==> src/rtl/rrpc_pkg.sv <==
package rrpc_pkg;
    localparam int NTHR   = 4;
    localparam int TW     = 2;
    localparam int PCW    = 10;
    localparam int PAGEW  = 8;
    localparam int SDEPTH = 8;
    localparam int SPW    = 3;
    localparam int SEW    = 16;

    typedef enum logic [2:0] {
        BR_NONE  = 3'd0,
        BR_RET   = 3'd1,
        BR_CALLI = 3'd2,
        BR_CALLP = 3'd3,
        BR_JNEG  = 3'd4,
        BR_JPOS  = 3'd5,
        BR_JI    = 3'd6,
        BR_JP    = 3'd7
    } br_e;

    typedef enum logic [1:0] {
        SLOT0 = 2'd0,
        SLOT1 = 2'd1,
        SLOT2 = 2'd2,
        SLOT3 = 2'd3
    } slot_e;
endpackage

==> src/rtl/rrpc_sched.sv <==
module rrpc_sched
    import rrpc_pkg::*;
(
    input  logic          clk,
    input  logic          rst_n,
    output logic [TW-1:0] tid_o
);
    slot_e st_q, st_n;

    always_ff @(posedge clk) begin
        if (!rst_n) st_q <= SLOT0;
        else        st_q <= st_n;
    end

    always_comb begin
        st_n = SLOT0;
        unique case (st_q)
            SLOT0: st_n = SLOT1;
            SLOT1: st_n = SLOT2;
            SLOT2: st_n = SLOT3;
            SLOT3: st_n = SLOT0;
            default: st_n = SLOT0;
        endcase
    end

    always_comb begin
        tid_o = '0;
        unique case (st_q)
            SLOT0: tid_o = 2'd0;
            SLOT1: tid_o = 2'd1;
            SLOT2: tid_o = 2'd2;
            SLOT3: tid_o = 2'd3;
            default: tid_o = 2'd0;
        endcase
    end

    p_rotate_r2: assert property (@(posedge clk) disable iff (!rst_n)
        1'b1 |=> (tid_o == $past(tid_o) + 2'd1));
endmodule

==> src/rtl/rrpc_decode.sv <==
module rrpc_decode
    import rrpc_pkg::*;
(
    input  br_e            kind_i,
    input  logic [PCW-1:0] cur_pc_i,
    input  logic [PCW-1:0] top_i,
    input  logic [PCW-1:0] imm_i,
    input  logic [PCW-1:0] p_i,
    input  logic           sign_i,
    output logic [PCW-1:0] next_pc_o,
    output logic [PCW-1:0] seq_pc_o,
    output logic           push_o,
    output logic           pop_o
);
    logic [PAGEW-1:0] low_inc;

    always_comb begin
        low_inc  = cur_pc_i[PAGEW-1:0] + 1'b1;
        seq_pc_o = {cur_pc_i[PCW-1:PAGEW], low_inc};
    end

    always_comb begin
        next_pc_o = seq_pc_o;
        push_o    = 1'b0;
        pop_o     = 1'b0;
        unique case (kind_i)
            BR_NONE:  next_pc_o = seq_pc_o;
            BR_RET: begin
                next_pc_o = top_i;
                pop_o     = 1'b1;
            end
            BR_CALLI: begin
                next_pc_o = imm_i;
                push_o    = 1'b1;
            end
            BR_CALLP: begin
                next_pc_o = p_i;
                push_o    = 1'b1;
            end
            BR_JNEG:  next_pc_o = sign_i ? imm_i : seq_pc_o;
            BR_JPOS:  next_pc_o = sign_i ? seq_pc_o : imm_i;
            BR_JI:    next_pc_o = imm_i;
            BR_JP:    next_pc_o = p_i;
            default:  next_pc_o = seq_pc_o;
        endcase
    end
endmodule

==> src/rtl/rrpc_stack.sv <==
module rrpc_stack
    import rrpc_pkg::*;
(
    input  logic           clk,
    input  logic           rst_n,
    input  logic [TW-1:0]  tid_i,
    input  logic           push_i,
    input  logic           pop_i,
    input  logic [PCW-1:0] push_pc_i,
    output logic [PCW-1:0] top_o
);
    logic [SEW-1:0] mem_q [NTHR][SDEPTH];
    logic [SPW-1:0] sp_q  [NTHR];
    logic [SPW-1:0] rd_idx;
    logic [SEW-1:0] top_ent;

    always_comb begin
        rd_idx  = sp_q[tid_i] - 1'b1;
        top_ent = mem_q[tid_i][rd_idx];
        top_o   = top_ent[PCW-1:0];
    end

    always_ff @(posedge clk) begin
        if (!rst_n) begin
            for (int t = 0; t < NTHR; t++) begin
                sp_q[t] <= '0;
                for (int e = 0; e < SDEPTH; e++) mem_q[t][e] <= '0;
            end
        end else if (push_i) begin
            mem_q[tid_i][sp_q[tid_i]] <= {{(SEW-PCW){1'b0}}, push_pc_i};
            sp_q[tid_i]               <= sp_q[tid_i] + 1'b1;
        end else if (pop_i) begin
            sp_q[tid_i] <= rd_idx;
        end
    end

    p_excl_r10: assert property (@(posedge clk) disable iff (!rst_n)
        !(push_i && pop_i));
    p_hi_zero_r10: assert property (@(posedge clk) disable iff (!rst_n)
        pop_i |-> (top_ent[SEW-1:PCW] == '0));
endmodule

==> src/rtl/rrpc_ctx.sv <==
module rrpc_ctx
    import rrpc_pkg::*;
(
    input  logic           clk,
    input  logic           rst_n,
    input  logic [TW-1:0]  tid_i,
    input  logic [PCW-1:0] next_pc_i,
    output logic [PCW-1:0] cur_pc_o
);
    logic [NTHR-1:0][PCW-1:0] pc_all;

    for (genvar t = 0; t < NTHR; t++) begin : g_thr
        logic [PCW-1:0] pc_r;
        always_ff @(posedge clk) begin
            if (!rst_n)                    pc_r <= '0;
            else if (tid_i == TW'(t))      pc_r <= next_pc_i;
        end
        assign pc_all[t] = pc_r;
    end

    assign cur_pc_o = pc_all[tid_i];
endmodule

==> src/rtl/rrpc_seq.sv <==
module rrpc_seq
    import rrpc_pkg::*;
(
    input  logic           clk,
    input  logic           rst_n,
    input  logic [2:0]     br_kind,
    input  logic [PCW-1:0] br_imm,
    input  logic [PCW-1:0] p_low,
    input  logic           p_sign,
    output logic [PCW-1:0] fetch_pc,
    output logic [TW-1:0]  thread_id
);
    logic [TW-1:0]  tid;
    logic [PCW-1:0] cur_pc, next_pc, seq_pc, top_pc;
    logic           push, pop;
    br_e            kind;

    assign kind = br_e'(br_kind);

    rrpc_sched u_sched (.clk(clk), .rst_n(rst_n), .tid_o(tid));

    rrpc_ctx u_ctx (
        .clk(clk), .rst_n(rst_n), .tid_i(tid),
        .next_pc_i(next_pc), .cur_pc_o(cur_pc)
    );

    rrpc_decode u_dec (
        .kind_i(kind), .cur_pc_i(cur_pc), .top_i(top_pc), .imm_i(br_imm),
        .p_i(p_low), .sign_i(p_sign), .next_pc_o(next_pc),
        .seq_pc_o(seq_pc), .push_o(push), .pop_o(pop)
    );

    rrpc_stack u_stk (
        .clk(clk), .rst_n(rst_n), .tid_i(tid), .push_i(push), .pop_i(pop),
        .push_pc_i(seq_pc), .top_o(top_pc)
    );

    assign fetch_pc  = cur_pc;
    assign thread_id = tid;

    p_page_r3: assert property (@(posedge clk) disable iff (!rst_n)
        (br_kind == 3'd0) |-> ##4
        (fetch_pc[PCW-1:PAGEW] == $past(fetch_pc[PCW-1:PAGEW], 4) &&
         fetch_pc[PAGEW-1:0] == $past(fetch_pc[PAGEW-1:0], 4) + 1'b1));
    p_jimm_r4: assert property (@(posedge clk) disable iff (!rst_n)
        (br_kind == 3'd6) |-> ##4 (fetch_pc == $past(br_imm, 4)));
    p_jp_r5: assert property (@(posedge clk) disable iff (!rst_n)
        (br_kind == 3'd7) |-> ##4 (fetch_pc == $past(p_low, 4)));
    p_cond_r6: assert property (@(posedge clk) disable iff (!rst_n)
        (br_kind == 3'd4 && p_sign) |-> ##4 (fetch_pc == $past(br_imm, 4)));
    p_cond_r7: assert property (@(posedge clk) disable iff (!rst_n)
        (br_kind == 3'd5 && !p_sign) |-> ##4 (fetch_pc == $past(br_imm, 4)));
endmodule

==> config.mk <==
export PLATFORM = sky130hd
export DESIGN_NAME = rrpc_seq
export DESIGN_NICKNAME = d
export VERILOG_FILES = /design/src/rtl/rrpc_pkg.sv /design/src/rtl/rrpc_sched.sv /design/src/rtl/rrpc_decode.sv /design/src/rtl/rrpc_stack.sv /design/src/rtl/rrpc_ctx.sv /design/src/rtl/rrpc_seq.sv
export SDC_FILE = /design/constraint.sdc
export NUM_CORES = 1
export LEC_CHECK = 0
export ABC_AREA = 1
export BUFFER_PORTS_ARGS = -buffer_cell sky130_fd_sc_hd__buf_2
export CELL_PAD_IN_SITES_DETAIL_PLACEMENT = 2
export CELL_PAD_IN_SITES_GLOBAL_PLACEMENT = 2
export CORE_ASPECT_RATIO = 0.7
export CORE_MARGIN = 1
export CORE_UTILIZATION = 37
export CTS_BUF_LIST = sky130_fd_sc_hd__clkbuf_2 sky130_fd_sc_hd__clkbuf_4 sky130_fd_sc_hd__clkbuf_8
export CTS_CLUSTER_DIAMETER = 40
export DETAILED_ROUTE_END_ITERATION = 7
export PLACE_DENSITY = 0.78
export SLEW_MARGIN = 20
export SYNTH_ARGS = -nofsm -noshare
export SYNTH_HDL_FRONTEND = slang
export SYNTH_SLANG_ARGS = --single-unit
==> constraint.sdc <==
create_clock -name clk -period 3.6 [get_ports clk]
set_input_delay 0.72 -clock clk [delete_from_list [all_inputs] [get_ports clk]]
set_output_delay 0.72 -clock clk [all_outputs]
set_load 0.005 [all_outputs]
# Yosys cells after proc, flatten, opt, wreduce, memory -nomap -nowiden
# Memories as Yosys holds them, arrays and structs flattened.
# Cells that the tools add are included.
op_classes:
  n_eq_ne: 13
  muxes: 30
  reduce_logical: 9
  order_cmp: 4
  bitwise_logic: 3
  addsub: 3
op_table:
  columns: ["op", "count"]
  rows:
  - ["2-to-1 mux 80 bit", 2]
  - ["2-to-1 mux 128 bit", 1]
  - ["OR reduction 80 bit", 1]
  - ["one-hot mux 10 bit (6 select lines)", 1]
  - ["2-to-1 mux 10 bit", 5]
  - ["binary-select mux 16 bit (select 3 bit)", 1]
  - ["demux 16 bit (select 3 bit)", 1]
  - ["binary-select mux 10 bit (select 2 bit)", 1]
  - ["2-to-1 mux 16 bit", 1]
  - ["one-hot mux 2 bit (4 select lines)", 2]
  - ["equality test 3 bit (second input constant)", 4]
  - ["2-to-1 mux 1 bit", 11]
  - ["adder 8 x 1 -> 8 bit (second input constant)", 1]
  - ["equality test 2 bit (second input constant)", 4]
  - ["greater-or-equal comparator 4 bit (second input constant)", 2]
  - ["NOT 3 -> 4 bit", 2]
  - ["equality test 3 x 2 -> 1 bit (second input constant)", 2]
  - ["2-to-1 mux 3 bit", 2]
  - ["OR reduction 2 bit", 3]
  - ["equality test 2 x 1 -> 1 bit (second input constant)", 2]
  - ["zero test 2 bit", 2]
  - ["less-than comparator 4 x 1 -> 1 bit (second input constant)", 1]
  - ["2-to-1 mux 2 bit", 2]
  - ["adder 3 x 1 -> 3 bit (second input constant)", 1]
  - ["other kinds (7)", 7]
word_totals:
  mem_bits_rw: 332
  mem_count: 2
  in_bits: 26
  word_cells: 69
  reg_bits: 42
mem_list:
  columns: ["name", "depth", "width", "read_ports", "rd_clocked_by_memory_dff", "write_ports", "line_no", "source"]
  rows:
  - ["u_stk.mem_q", 4, 80, 1, 0, 4, "rrpc_stack.sv:12", "logic [SEW-1:0] mem_q [NTHR][SDEPTH];"]
  - ["u_stk.sp_q", 4, 3, 1, 0, 4, "rrpc_stack.sv:13", "logic [SPW-1:0] sp_q [NTHR];"]

# Depth between registers and ports, before layout
# An unclocked memory read counts as a cell.
logic_depth:
  word_depth: 11
  depth_mapped: 23
  ltp_nobuf: 16

# Hierarchy
# From an unflattened synthesis, not the netlist that was laid out.
hier_totals:
  cells_unflattened: 2173
  hier_area_um2: 18391.4
by_module_without_submodules:
  columns: ["mod", "cells_per_inst", "seq_area_each_um2", "area_per_inst_um2", "instances"]
  rows:
  - ["rrpc_stack", 1684, 9969.6, 15573.7, 1]
  - ["rrpc_ctx", 316, 800.8, 1965.6, 1]
  - ["rrpc_decode", 156, 0.0, 720.7, 1]
  - ["rrpc_sched", 17, 40.0, 131.4, 1]

# Worst setup path after synthesis
# OpenSTA, ideal clock, no wires.
synth_path:
  path_type: "register to register"
  start: "register u_sched.st_q[0]"
  end: "register u_ctx.g_thr[0].pc_r[0]"
  path_stages_with_launch: 23
  setup_time_ps: 113
  arrival_time_ps: 3422
  required_time_ps: 3487
  synth_period_minus_slack_ps: 3535
  setup_slack_ps: 65
  n_path_buf: 7
  cell_sequence: "dfxtp_1 > buf_2 > inv_2 > buf_4 > buf_2 > buf_2 > ha_1 > buf_6 > o21ai_4 > buf_4 > a21oi_1 > a32oi_2 > inv_1 > ha_1 > inv_1 > clkbuf_1 > nand3_1 > nand2_1 > nand2_1 > nand3_1 > nand3_2 > o21ai_1 > inv_1"
synth_via:
  elab_chain_cells: 9
  elab_cells_between_ends: 19
  cone_classes: "2 x add/sub; 3 x eq/ne; 9 x mux; 1 x bitwise; 2 x reduce/logical; 2 x memory"
synth_lines:
  columns: ["element", "line_no", "source"]
  rows:
  - ["start, declared", "rrpc_sched.sv:8", "slot_e st_q, st_n;"]
  - ["start signal, assigned", "rrpc_sched.sv:12", "else st_q <= st_n;"]
  - ["equality test 2 bit, or another cell as far along", "rrpc_sched.sv:28", "unique case (st_q)"]
  - ["one-hot mux 2 bit (4 select lines) *", "rrpc_sched.sv:28", null]
  - ["memory (4 x 3 bit)", null, null]
  - ["subtractor 3 x 1 -> 3 bit", "rrpc_stack.sv:18", "rd_idx = sp_q[tid_i] - 1'b1;"]
  - ["NOT 3 -> 4 bit (implied by the code)", "rrpc_stack.sv:19", "top_ent = mem_q[tid_i][rd_idx];"]
  - ["binary-select mux 16 bit (select 3 bit)", "rrpc_stack.sv:19", null]
  - ["2-to-1 mux 10 bit (implied by the code) (2 in series)", "rrpc_stack.sv:19", null]
  - ["one-hot mux 10 bit (6 select lines)", "rrpc_decode.sv:26", "unique case (kind_i)"]
  - ["end signal, assigned", "rrpc_ctx.sv:16", "else if (tid_i == TW'(t)) pc_r <= next_pc_i;"]
  - ["end, declared", "rrpc_ctx.sv:13", "logic [PCW-1:0] pc_r;"]
# Every way passes the cells marked *; elsewhere a longest branch is shown, timed or not. The select of a mux whose other input is x is not followed.
# A chain may end at the register's enable or synchronous reset.

# Final worst setup path
layout_path:
  start: "register u_sched.st_q[0]"
  end: "register u_ctx.g_thr[2].pc_r[8]"
layout_via:
  elab_chain_cells: 9
  elab_cells_between_ends: 18
  cone_classes: "1 x add/sub; 4 x eq/ne; 9 x mux; 1 x bitwise; 1 x reduce/logical; 2 x memory"
layout_lines:
  columns: ["element", "line_no"]
  rows:
  - ["equality test 2 bit, or another cell as far along", "rrpc_sched.sv:28"]
  - ["one-hot mux 2 bit (4 select lines) *", "rrpc_sched.sv:28"]
  - ["memory (4 x 3 bit)", null]
  - ["subtractor 3 x 1 -> 3 bit", "rrpc_stack.sv:18"]
  - ["NOT 3 -> 4 bit (implied by the code)", "rrpc_stack.sv:19"]
  - ["binary-select mux 16 bit (select 3 bit)", "rrpc_stack.sv:19"]
  - ["2-to-1 mux 10 bit (implied by the code) (2 in series)", "rrpc_stack.sv:19"]
  - ["one-hot mux 10 bit (6 select lines)", "rrpc_decode.sv:26"]
  - ["end signal, assigned", "rrpc_ctx.sv:16"]
  - ["end, declared", "rrpc_ctx.sv:13"]
# Marks and branches as above.

==> impl_metrics.yaml <==
grt:
  grt_antenna_before_repair: 4
  track_usage_pct: 27.8
  grt_util_met2_pct: 41.6
  grt_busiest_layer: "met2"
  grt_max_degree: 179
  grt_overflow: 0
  grt_pass1_wl_um: 104000
  met1_usage_pct: 40.2
  gr-usage-met3_pct: 6.27
  grt_pass1_vias: 16500
clocking:
  cts.sinks: 374
  cts_buffers: 69
  ctsHoldBuffers: 0
  cts_tree: "yes"
  clk_pin_slew_ns: 0.06
  cts_max_level: 3
  cts.path.max_buffers: 3
  cts_root_buf: "clkbuf_8"
  clkLatencyLatePin_ns: 0.64
sta:
  max_slew_margin_pct: 24.5
  setup_viol: 0
  hold_viol: 0
  setup_ws_ns: 0.124
  hold_ws_ns: 0.525
  fin_setup_tns_ns: 0
  finClkSkew_ns: 0.0262
  period_share_pct: 96.6
  rsz0062_at_grt: "no"
  tightestPinTransition_ns: 1.13
  fmax_mhz: 288
  fin_crit_ns: 3.48
  slew_viol_final: 0
placed_design:
  dp_hpwl_um: 43900
  gp_congestion: 0.874
  port_buffers: 37
  place_ws_ns: 0.158
detailed_routing:
  via_per_inst: 5.44
  routed_wl_um: 69600
  drt_iter0_markers: 1282
  drcViolationCount: 0
  drtAntennaViolNets: 0
  detail_route.first_pass.iterations: 5
  vias: 15300
  wl_per_cell_um: 24.8
final_layout:
  area_delta_synth_final_pct: 12.6
  final_core_util_pct: 42.7
  layout-drive-gt1-share_pct: 13.8
  diodes: 0
  layout.nets: 2132
yosys:
  synth_nets: 2113
  async_reset_ff_share_pct: 0
  syn_inst: 2080
  synth_edf_count: 332
  synthDistinctLibCells: 41
  yosysWarnings: 0
  synth_area_um2: 18400
  ys_seq_area_share_pct: 58.9
  syn_avg_cell_area_um2: 8.83
  synth_flop_cell: "edfxtp_1"
  ys_ff_latch: 374
floorplanning:
  dieHeight_um: 188
  ios: 38
  fp-row-count: 67
  dieArea_um2: 50500
  coreArea_um2: 48500
  die_width_um: 268
  start_util_pct: 37.9
worst_setup_path:
  regToRegStartpoint: "u_sched.st_q[0]$_SDFF_PN0_"
  crit_type: "reg2reg"
  endpoint_kind: "flop"
  cp_max_fo: 20
  crit_start: "u_sched.st_q[0]$_SDFF_PN0_"
  crit_arrival_ns: 3.99
  crit_required_ns: 4.11
  crit_path_start_kind: "flop"
min_path:
  hold_path_class: "reg2reg"
  min-delay-start: "u_ctx.g_thr[2].pc_r[2]$_SDFFE_PN0P_"
pwr:
  powerDensity_nw_per_um2: 739
  power_leakage_uw: 0.00828
  p_total_uw: 15300
  ir_worst_vdd_uv: 847
run_status:
  status: "complete, no violations"
flow_run:
  drv_cap: 0
[critical path, stage by stage, from the launching register on]
cell and delay [ns]:
dfxtp_4 0.46, inv_6 0.06, ha_1 0.29, inv_4 0.17, o21ai_4 0.09, buf_4 0.18
buf_4 0.19, a32oi_4 0.32, inv_1 0.15, ha_1 0.35, inv_1 0.16, buf_12 0.18
nand3_1 0.11, nand2_1 0.08, nand2_1 0.06, nand3_1 0.11, nand3_2 0.13, o21ai_1 0.17
inv_1 0.07
[cells in the mapped netlist, types with 10 or more instances]
library cell	count	area share, %
o21ai_1	15	0.41
nand2_2	17	0.58
dfxtp_1	42	4.6
edfxtp_1	332	54
inv_1	62	1.3
nand2_1	341	7.0
clkbuf_1	46	0.94
or2_2	12	0.41
nand4_1	22	0.75
a21oi_1	36	0.98
nand3_1	93	2.5
nand2_4	10	0.61
o21ai_0	198	5.4
nor2_1	677	14
buf_2	92	2.5
[flip-flops by register name (all words and copies together) (netlist names)]
signal            cells
u_ctx.g_thr.pc_r     40
u_stk.mem_q         320
u_sched.st_q          2
u_stk.sp_q           12
[routing by layer]
metal	share of wire, %	vias to the layer above	wire (um)
met1	47	7815	32800
met5	0.065	-	45
met4	2.3	8	1600
li1	-	6892	-
met3	6.6	124	4560
met2	44	428	30500
[repair_timing]
item                                    CTS  global route
cloned                                    2             1
setup buffers                             1             2
gates resized for setup                   4             8
pin swaps                                 1             3
endpoints found under the setup margin    1            76
[final timing paths]
check | to | slack (ns) | cells past startpoint
max reg2reg | u_ctx.g_thr[2].pc_r[8]$_SDFFE_PN0P_ | 0.12 | 18
min reg2reg | u_ctx.g_thr[2].pc_r[2]$_SDFFE_PN0P_ | 0.52 | 2
max | u_ctx.g_thr[2].pc_r[8]$_SDFFE_PN0P_ | 0.12 | 18
min | u_ctx.g_thr[2].pc_r[2]$_SDFFE_PN0P_ | 0.52 | 2
[cells in the final DEF (no fill, tap or decap), types with 15 or more instances in the layout]
cell type	count
clkinv_1	22
nor2_1	677
o21ai_0	198
buf_4	55
dfxtp_1	41
buf_2	37
clkbuf_4	17
nand3_1	92
nand2_1	340
o21ai_1	15
nand2_2	18
edfxtp_1	332
a21oi_1	36
clkbuf_8	70
nand4_1	22
inv_1	62
[metrics by stage]
stage	cell area, um2	cells
2_1_floorplan	18400	2080
3_3_place_gp	19200	2677
3_5_place_dp	19200	2677
4_1_cts	20600	2804
5_1_grt	20700	2807
6_report	20700	2807
[cells by family (layout without fill, tap and decap cells)]
logic type | Yosys count | after routing | synth area share [%]
AO/OA/AOI/OAI | 262 | 262 | 7.47
XOR/XNOR | 3 | 3 | 0.184
adder cells (fa/ha/maj) | 7 | 7 | 0.477
buffers and inverters | 234 | 306 | 5.88
flip-flops | 374 | 374 | 58.9
AND/OR/NAND/NOR | 1200 | 1200 | 27.1
[cell type report]
type | instances | area (um2)
Fill cell | 5360 | 27800
Sequential cell | 374 | 10800
Multi-Input combinational cell | 1472 | 6510
Clock buffer | 87 | 1090
Timing Repair Buffer | 109 | 961
Tap cell | 655 | 820
Inverter | 73 | 282
Clock inverter | 37 | 198
[power by group]
part / switching, uW / internal, uW / total [uW]
clock network: 1960 / 2020 / 3980
logic: 4600 / 1560 / 6150
registers: 133 / 5010 / 5140
Note: power is estimated with default switching activity, not from simulation.
